$ cat config.mk
export PLATFORM = sky130hd
export DESIGN_NAME = exc_ctrl
export DESIGN_NICKNAME = d
export VERILOG_FILES = /design/src/rtl/exc_pkg.sv /design/src/rtl/exc_arbiter.sv /design/src/rtl/exc_sregs.sv /design/src/rtl/exc_seq.sv /design/src/rtl/exc_ctrl.sv
export SDC_FILE = /design/constraint.sdc
export NUM_CORES = 1
export LEC_CHECK = 0
export BUFFER_PORTS_ARGS = -buffer_cell sky130_fd_sc_hd__buf_2
export CAP_MARGIN = 40
export CORE_MARGIN = 10
export CORE_UTILIZATION = 35
export CTS_BUF_LIST = sky130_fd_sc_hd__clkbuf_4
export CTS_CLUSTER_DIAMETER = 150
export DETAILED_ROUTE_END_ITERATION = 7
export HOLD_SLACK_MARGIN = 0.15
export PLACE_DENSITY_LB_ADDON = 0.12
export SYNTH_ARGS = -nofsm -noshare
export SYNTH_HDL_FRONTEND = slang
export SYNTH_SLANG_ARGS = --single-unit
$ cat constraint.sdc
create_clock -name clk -period 2.6 [get_ports clk]
set_input_delay 0.52 -clock clk [delete_from_list [all_inputs] [get_ports clk]]
set_output_delay 0.52 -clock clk [all_outputs]
set_load 0.02 [all_outputs]
$ cat src/rtl/exc_pkg.sv
`timescale 1ns/1ps
package exc_pkg;

    localparam int WORD_W = 16;
    localparam int HI_W   = 7;
    localparam int RIDX_W = 4;
    localparam int OPC_W  = 4;
    localparam int IE0_BIT = 0;
    localparam int IE1_BIT = 1;
    localparam int HI_SAVED_LSB = 8;

    typedef logic [WORD_W-1:0] word_t;
    typedef logic [HI_W-1:0]   hi_t;
    typedef logic [RIDX_W-1:0] ridx_t;

    // Operation codes: the decoder outside relies on these values.
    typedef enum logic [OPC_W-1:0] {
        SOP_RETI    = 4'h0,
        SOP_TRAP    = 4'h1,
        SOP_RSV_A   = 4'h2,
        SOP_RSV_B   = 4'h3,
        SOP_GET_HI  = 4'h4,
        SOP_SET_HI  = 4'h5,
        SOP_GET_EPC = 4'h6,
        SOP_SET_EPC = 4'h7,
        SOP_GET_ESR = 4'h8,
        SOP_SET_ESR = 4'h9,
        SOP_GET_EUR = 4'hA,
        SOP_SET_EUR = 4'hB,
        SOP_GET_NUM = 4'hC,
        SOP_SET_NUM = 4'hD,
        SOP_GET_VBR = 4'hE,
        SOP_SET_VBR = 4'hF
    } sop_e;

    typedef enum logic [1:0] {
        ST_IDLE,
        ST_SAVE,
        ST_VREAD,
        ST_FETCH
    } est_e;

    typedef struct packed {
        logic  we;
        word_t data;
    } wr_t;

    typedef struct packed {
        logic  we;
        ridx_t sel;
        word_t data;
    } dwr_t;

    function automatic word_t vec_addr(word_t base, word_t num);
        return base + {num[WORD_W-2:0], 1'b0};
    endfunction

    function automatic word_t pack_hi(hi_t cur, hi_t saved);
        word_t r;
        r = '0;
        r[HI_W-1:0] = cur;
        r[HI_SAVED_LSB+HI_W-1:HI_SAVED_LSB] = saved;
        return r;
    endfunction

    function automatic word_t mask_ie(word_t sr);
        word_t r;
        r = sr;
        r[IE0_BIT] = 1'b0;
        r[IE1_BIT] = 1'b0;
        return r;
    endfunction

endpackage

$ cat src/rtl/exc_arbiter.sv
`timescale 1ns/1ps
module exc_arbiter
    import exc_pkg::*;
#(
    parameter int IRQ0_NUM = 2,
    parameter int IRQ1_NUM = 3
) (
    input  logic             idle,
    input  logic             boundary,
    input  logic             irq0,
    input  logic             irq1,
    input  word_t            cur_sr,
    input  logic             op_valid,
    input  logic [OPC_W-1:0] op_code,
    input  ridx_t            op_reg,
    output logic             op_go,
    output logic             take,
    output word_t            take_num
);

    localparam word_t NUM0 = word_t'(IRQ0_NUM);
    localparam word_t NUM1 = word_t'(IRQ1_NUM);

    always_comb begin
        op_go    = idle && op_valid;
        take     = 1'b0;
        take_num = '0;
        if (op_go) begin
            if (sop_e'(op_code) == SOP_TRAP) begin
                take     = 1'b1;
                take_num = word_t'(op_reg);
            end
        end else if (idle && boundary) begin
            if (irq0 && cur_sr[IE0_BIT]) begin
                take     = 1'b1;
                take_num = NUM0;
            end else if (irq1 && cur_sr[IE1_BIT]) begin
                take     = 1'b1;
                take_num = NUM1;
            end
        end
    end

endmodule

$ cat src/rtl/exc_sregs.sv
`timescale 1ns/1ps
module exc_sregs
    import exc_pkg::*;
(
    input  logic             clk,
    input  logic             rst,
    input  logic             num_en,
    input  word_t            num_in,
    input  logic             save_en,
    input  word_t            save_pc,
    input  word_t            save_sr,
    input  logic             clr_hi,
    input  logic             restore_hi,
    input  logic             set_en,
    input  logic [OPC_W-1:0] op_code,
    input  word_t            set_data,
    output word_t            get_data,
    output word_t            epc,
    output word_t            esr,
    output word_t            eur,
    output word_t            exc_num,
    output word_t            vbr,
    output hi_t              cur_hi
);

    hi_t saved_hi;

    always_ff @(posedge clk) begin
        if (rst) begin
            epc      <= '0;
            esr      <= '0;
            eur      <= '0;
            exc_num  <= '0;
            vbr      <= '0;
            cur_hi   <= '0;
            saved_hi <= '0;
        end else begin
            if (num_en) begin
                exc_num <= num_in;
            end
            if (save_en) begin
                epc      <= save_pc - word_t'(2);
                esr      <= save_sr;
                saved_hi <= cur_hi;
            end
            if (clr_hi) begin
                cur_hi <= '0;
            end
            if (restore_hi) begin
                cur_hi <= saved_hi;
            end
            if (set_en) begin
                case (sop_e'(op_code))
                    SOP_SET_HI: begin
                        cur_hi   <= set_data[HI_W-1:0];
                        saved_hi <= set_data[HI_SAVED_LSB+HI_W-1:HI_SAVED_LSB];
                    end
                    SOP_SET_EPC: epc     <= set_data;
                    SOP_SET_ESR: esr     <= set_data;
                    SOP_SET_EUR: eur     <= set_data;
                    SOP_SET_NUM: exc_num <= set_data;
                    SOP_SET_VBR: vbr     <= set_data;
                    default: ;
                endcase
            end
        end
    end

    always_comb begin
        case (sop_e'(op_code))
            SOP_GET_HI:  get_data = pack_hi(cur_hi, saved_hi);
            SOP_GET_EPC: get_data = epc;
            SOP_GET_ESR: get_data = esr;
            SOP_GET_EUR: get_data = eur;
            SOP_GET_NUM: get_data = exc_num;
            SOP_GET_VBR: get_data = vbr;
            default:     get_data = '0;
        endcase
    end

endmodule

$ cat src/rtl/exc_seq.sv
`timescale 1ns/1ps
module exc_seq
    import exc_pkg::*;
(
    input  logic             clk,
    input  logic             rst,
    input  logic             op_go,
    input  logic             take,
    input  logic [OPC_W-1:0] op_code,
    input  ridx_t            op_reg,
    input  word_t            cur_sr,
    input  word_t            get_data,
    input  word_t            epc,
    input  word_t            esr,
    input  word_t            eur,
    input  logic             mem_ack,
    input  word_t            mem_rdata,
    output est_e             state,
    output logic             save_en,
    output logic             clr_hi,
    output logic             restore_hi,
    output wr_t              pc_wr,
    output wr_t              sr_wr,
    output dwr_t             dst_wr,
    output logic             refetch
);

    sop_e code;
    logic is_get;

    always_comb begin
        code       = sop_e'(op_code);
        is_get     = (code == SOP_GET_HI)  || (code == SOP_GET_EPC) ||
                     (code == SOP_GET_ESR) || (code == SOP_GET_EUR) ||
                     (code == SOP_GET_NUM) || (code == SOP_GET_VBR);
        save_en    = (state == ST_SAVE);
        clr_hi     = (state == ST_VREAD) && mem_ack;
        restore_hi = op_go && (code == SOP_RETI);
    end

    always_ff @(posedge clk) begin
        if (rst) begin
            state   <= ST_IDLE;
            pc_wr   <= '0;
            sr_wr   <= '0;
            dst_wr  <= '0;
            refetch <= 1'b0;
        end else begin
            pc_wr.we  <= 1'b0;
            sr_wr.we  <= 1'b0;
            dst_wr.we <= 1'b0;
            refetch   <= 1'b0;
            case (state)
                ST_IDLE: begin
                    if (take) begin
                        state <= ST_SAVE;
                    end else if (op_go) begin
                        if (code == SOP_RETI) begin
                            pc_wr   <= '{we: 1'b1, data: epc};
                            sr_wr   <= '{we: 1'b1, data: esr};
                            dst_wr  <= '{we: 1'b1, sel: op_reg, data: eur};
                            refetch <= 1'b1;
                        end else if (is_get) begin
                            dst_wr  <= '{we: 1'b1, sel: op_reg, data: get_data};
                        end else if (code == SOP_SET_HI) begin
                            refetch <= 1'b1;
                        end
                    end
                end
                ST_SAVE: begin
                    sr_wr <= '{we: 1'b1, data: mask_ie(cur_sr)};
                    state <= ST_VREAD;
                end
                ST_VREAD: begin
                    if (mem_ack) begin
                        pc_wr   <= '{we: 1'b1, data: mem_rdata};
                        refetch <= 1'b1;
                        state   <= ST_FETCH;
                    end
                end
                ST_FETCH: begin
                    state <= ST_IDLE;
                end
                default: state <= ST_IDLE;
            endcase
        end
    end

endmodule

$ cat src/rtl/exc_ctrl.sv
`timescale 1ns/1ps
module exc_ctrl
    import exc_pkg::*;
#(
    parameter int IRQ0_NUM = 2,
    parameter int IRQ1_NUM = 3
) (
    input  logic        clk,
    input  logic        rst,
    input  logic        boundary,
    input  logic        irq0,
    input  logic        irq1,
    input  logic [15:0] cur_pc,
    input  logic [15:0] cur_sr,
    input  logic        op_valid,
    input  logic [3:0]  op_code,
    input  logic [3:0]  op_reg,
    input  logic [15:0] op_data,
    output logic        mem_req,
    output logic [15:0] mem_addr,
    input  logic        mem_ack,
    input  logic [15:0] mem_rdata,
    output logic        pc_we,
    output logic [15:0] pc_wdata,
    output logic        sr_we,
    output logic [15:0] sr_wdata,
    output logic        dst_we,
    output logic [3:0]  dst_sel,
    output logic [15:0] dst_wdata,
    output logic        refetch,
    output logic        busy,
    output logic [6:0]  pc_high
);

    est_e  state;
    logic  op_go, take, save_en, clr_hi, restore_hi;
    word_t take_num, get_data, epc, esr, eur, exc_num, vbr;
    hi_t   cur_hi;
    wr_t   pc_wr, sr_wr;
    dwr_t  dst_wr;

    exc_arbiter #(
        .IRQ0_NUM (IRQ0_NUM),
        .IRQ1_NUM (IRQ1_NUM)
    ) u_arb (
        .idle     (state == ST_IDLE),
        .boundary (boundary),
        .irq0     (irq0),
        .irq1     (irq1),
        .cur_sr   (cur_sr),
        .op_valid (op_valid),
        .op_code  (op_code),
        .op_reg   (op_reg),
        .op_go    (op_go),
        .take     (take),
        .take_num (take_num)
    );

    exc_sregs u_regs (
        .clk        (clk),
        .rst        (rst),
        .num_en     (take),
        .num_in     (take_num),
        .save_en    (save_en),
        .save_pc    (cur_pc),
        .save_sr    (cur_sr),
        .clr_hi     (clr_hi),
        .restore_hi (restore_hi),
        .set_en     (op_go),
        .op_code    (op_code),
        .set_data   (op_data),
        .get_data   (get_data),
        .epc        (epc),
        .esr        (esr),
        .eur        (eur),
        .exc_num    (exc_num),
        .vbr        (vbr),
        .cur_hi     (cur_hi)
    );

    exc_seq u_seq (
        .clk        (clk),
        .rst        (rst),
        .op_go      (op_go),
        .take       (take),
        .op_code    (op_code),
        .op_reg     (op_reg),
        .cur_sr     (cur_sr),
        .get_data   (get_data),
        .epc        (epc),
        .esr        (esr),
        .eur        (eur),
        .mem_ack    (mem_ack),
        .mem_rdata  (mem_rdata),
        .state      (state),
        .save_en    (save_en),
        .clr_hi     (clr_hi),
        .restore_hi (restore_hi),
        .pc_wr      (pc_wr),
        .sr_wr      (sr_wr),
        .dst_wr     (dst_wr),
        .refetch    (refetch)
    );

    assign mem_req   = (state == ST_VREAD);
    assign mem_addr  = vec_addr(vbr, exc_num);
    assign busy      = (state != ST_IDLE);
    assign pc_high   = cur_hi;
    assign pc_we     = pc_wr.we;
    assign pc_wdata  = pc_wr.data;
    assign sr_we     = sr_wr.we;
    assign sr_wdata  = sr_wr.data;
    assign dst_we    = dst_wr.we;
    assign dst_sel   = dst_wr.sel;
    assign dst_wdata = dst_wr.data;

endmodule

==> flow_summary.json <==
{
  "outcome": "finished with violations",
  "violations": "negative setup slack",
  "final_core_util_pct": 44.92,
  "synth_cells": 929,
  "vias": 7727,
  "synth-main-ff-cell": "dfxtp_1",
  "finalSetupViolCount": 11,
  "numClockSinks": 152,
  "startpoint_type": "flop",
  "regArea_um2": 3065,
  "multi_input_area_um2": 4567,
  "yosysUniqueCellTypes": 56,
  "crit_required_ps": 2080,
  "setup-tns-final_ps": -3133,
  "grt_pass1_wl_um": 45400,
  "synth-seq-area-share_pct": 39.70,
  "nets": 1203,
  "grt_usage_pct": 20.42,
  "ant_nets": 0,
  "cts_tree": "done",
  "crit_type": "reg -> out",
  "netlist_area_um2": 7665,
  "gp_congestion": 0.8875,
  "ys_seq_elements": 152,
  "grt-ovfl-total": 0,
  "insertion_delay_ps": 590,
  "post-place-cells": 1359,
  "synth.net_count": 1027,
  "finalHoldViolCount": 0,
  "max_slew_margin_pct": 50.55,
  "fin_crit_ps": 3028,
  "dieArea_um2": 28220,
  "fin_ws_ps": -428.0,
  "max-vdd-ir-drop_uv": 244.6,
  "cts_made_buffers": 17,
  "fmax_mhz": 330.2,
  "grt_max_degree": 67,
  "via_per_inst": 5.519,
  "io_buffers": 159,
  "cts_root_buf": "clkbuf_4",
  "clk_pin_slew_worst_paths_ps": 160,
  "syn_to_final_growth_pct": 27.11,
  "dr.pass1.iters": 6,
  "antenna_found_initial": 2,
  "place_hpwl_um": 22500,
  "min_period_over_period_pct": 116.5,
  "wl_per_cell_um": 21.50,
  "final.setup_skew_ps": 24.64,
  "htreeDepth": 4,
  "p_total_uw": 6305,
  "drive_gt1_share_pct": 29.25,
  "cap_viol_max_count": 0,
  "die_h_um": 168.0,
  "syn_avg_cell_area_um2": 8.251,
  "cp.arrival_ps": 2510,
  "cts_buffer_depth": 2,
  "power_leakage_uw": 0.003874,
  "hp-class": "in -> reg",
  "die_w_um": 168.0,
  "stdcell_count": 1400,
  "yosys_warnings": 0,
  "async_flop_share_pct": 0,
  "fillerInstances": 2197,
  "core_region_area_um2": 21690,
  "ios": 160,
  "power_density_nw_per_um2": 647.2,
  "crit_fanout": 3,
  "totalWireLength_um": 30100,
  "synth_edf_count": 0,
  "drc": 0,
  "slew_viol_final": 0,
  "drt_iter0_drc": 654,
  "rsz0062_at_grt": "yes",
  "start_util_pct": 35.34,
  "rows": 54,
  "grt_pass1_vias": 7359,
  "cp-end-kind": "output port",
  "worst_pin_slew_ps": 741.7
}
## cell families (layout without fill, tap and decap cells)
logic type                 count (synthesis)  in the layout  share of synthesized area (%)
and+or+nand+nor                          330            330                          19.07
AOI/OAI and AO/OA                        288            288                          25.45
xor gates and xnor gates                  27             27                          3.085
muxes                                     32             32                          5.109
adders and majority gates                 19             19                          3.200
other                                      0              2                              0
DFF                                      152            152                          39.70
buffers and inverters                     81            270                          4.391
## metal layers
layer / share of wire [%] / up-vias / global-route usage (%)
met2: 46 / 254 / 31.44
met1: 46 / 3723 / 28.24
met5: 0 / - / 0
met3: 6.4 / 33 / 4.540
li1: - / 3717 / -
met4: 1.5 / 0 / 5.034
## cell usage after synthesis (5+ instances only)
| cell type | instances | area [um^2] |
|---|---|---|
| a211o_1 | 9 | 78.83 |
| nand3_1 | 11 | 55.05 |
| ha_1 | 18 | 225.2 |
| nor2b_1 | 9 | 56.30 |
| dfxtp_1 | 152 | 3043 |
| nor3_1 | 12 | 60.06 |
| a21o_1 | 5 | 37.54 |
| a31oi_1 | 6 | 37.54 |
| buf_1 | 6 | 22.52 |
| inv_1 | 14 | 52.55 |
| clkbuf_1 | 39 | 146.4 |
| a22o_1 | 6 | 52.55 |
| a221oi_1 | 10 | 87.58 |
| nand2_1 | 141 | 529.3 |
| nor2_1 | 121 | 454.2 |
| xnor2_1 | 18 | 157.7 |
| buf_2 | 20 | 100.1 |
| o21ai_0 | 33 | 165.2 |
| nand2b_1 | 6 | 37.54 |
| a21oi_1 | 83 | 415.4 |
| and3_1 | 9 | 56.30 |
| mux2_2 | 7 | 78.83 |
| mux4_2 | 5 | 112.6 |
| a311oi_1 | 17 | 148.9 |
| xor2_1 | 9 | 78.83 |
| a211oi_1 | 62 | 465.5 |
| a22oi_1 | 34 | 255.2 |
| mux2i_1 | 20 | 200.2 |
## metrics by stage
stage                     hold WS, ps  setup slack, ps  instance area (um^2)
after global routing            169.8           -553.7                  9741
after floorplan                 436.0            95.60                  7665
after global placement          443.3           -136.6                  9017
after detailed placement        444.6           -162.0                  9017
after CTS                       153.3           -563.1                  9538
final                           192.2           -428.0                  9743
## sequential cells by signal, indices dropped and copies added, names as in the netlist, 2 cells and up
name,flops
u_regs.esr,16
u_seq.dst_wr,21
u_regs.epc,16
u_regs.vbr,16
u_regs.exc_num,16
u_seq.sr_wr,17
u_seq.pc_wr,17
u_regs.cur_hi,7
u_regs.saved_hi,7
u_regs.eur,16
u_seq.state,2
## path summary, 6_finish.rpt
path | slack (ps) | cells past startpoint | end | start
worst max-delay path | -430 | 10 | mem_addr[13] | u_regs.exc_num[0]$_SDFF_PP0_
worst min-delay path | 190 | 3 | u_seq.sr_wr[12]$_SDFFE_PP0P_ | cur_sr[12]
worst max register to register | 450 | 8 | u_regs.cur_hi[1]$_SDFF_PP0_ | u_seq.state[0]$_SDFFE_PP0P_
worst min register to register | 460 | 2 | u_seq.dst_wr[18]$_SDFFE_PP0P_ | u_seq.dst_wr[18]$_SDFFE_PP0P_
## critical path, stage by stage, from the launching register on
cell and delay [ps]:
dfxtp_2 370, ha_4 140, inv_2 30, fa_2 340, nand2b_4 160, a21oi_4 120
buf_6 130, o2111ai_4 130, a31oi_1 190, xor2_1 170, buf_4 160
## timing repair
action / CTS / global route
buffers inserted: 3 / 4
pin swaps: 14 / 14
hold buffers: 1 / 0
endpoints found under the setup margin: 12 / 12
endpoints found under the hold margin: 1 / 0
gates resized for setup: 46 / 33
## power breakdown
part	internal (uW)	total, uW	switching [uW]
combinational	696	1780	1080
clock	608	1610	1000
sequential	2630	2920	290
total	3930	6310	2370
## area by class of cell
class	count	share of cell area, %
Inverter	14	0.5394
Timing Repair Buffer	224	14.34
Multi-Input combinational cell	696	46.87
Tap cell	280	3.596
Sequential cell	152	31.46
Clock buffer	17	1.310
Antenna cell	2	0.05137
Clock inverter	15	1.824
## placed cells by master, fill, tap and decap left out, types with 4 or more instances in the layout
cell type and n:
o21ai_0 31, clkbuf_4 17, buf_4 67, buf_12 4
a21oi_2 6, nand2_1 141, a211oi_1 61, nand3_1 11
ha_4 7, a311oi_1 17, buf_2 145, buf_6 7
mux2_2 7, xnor2_2 5, xnor2_1 13, nor2b_1 8
nor2_1 121, dfxtp_2 12, ha_1 10, xor2_1 8
a22oi_1 34, a221oi_1 10, nand2b_1 4, mux4_2 5
mux2i_1 20, inv_1 13, a21oi_1 77, a22o_1 6
inv_6 6, a21o_1 5, a211o_1 9, nor3_1 12
a31oi_1 5, and3_1 9, dfxtp_1 138
Power figures use the tool's default switching activity.
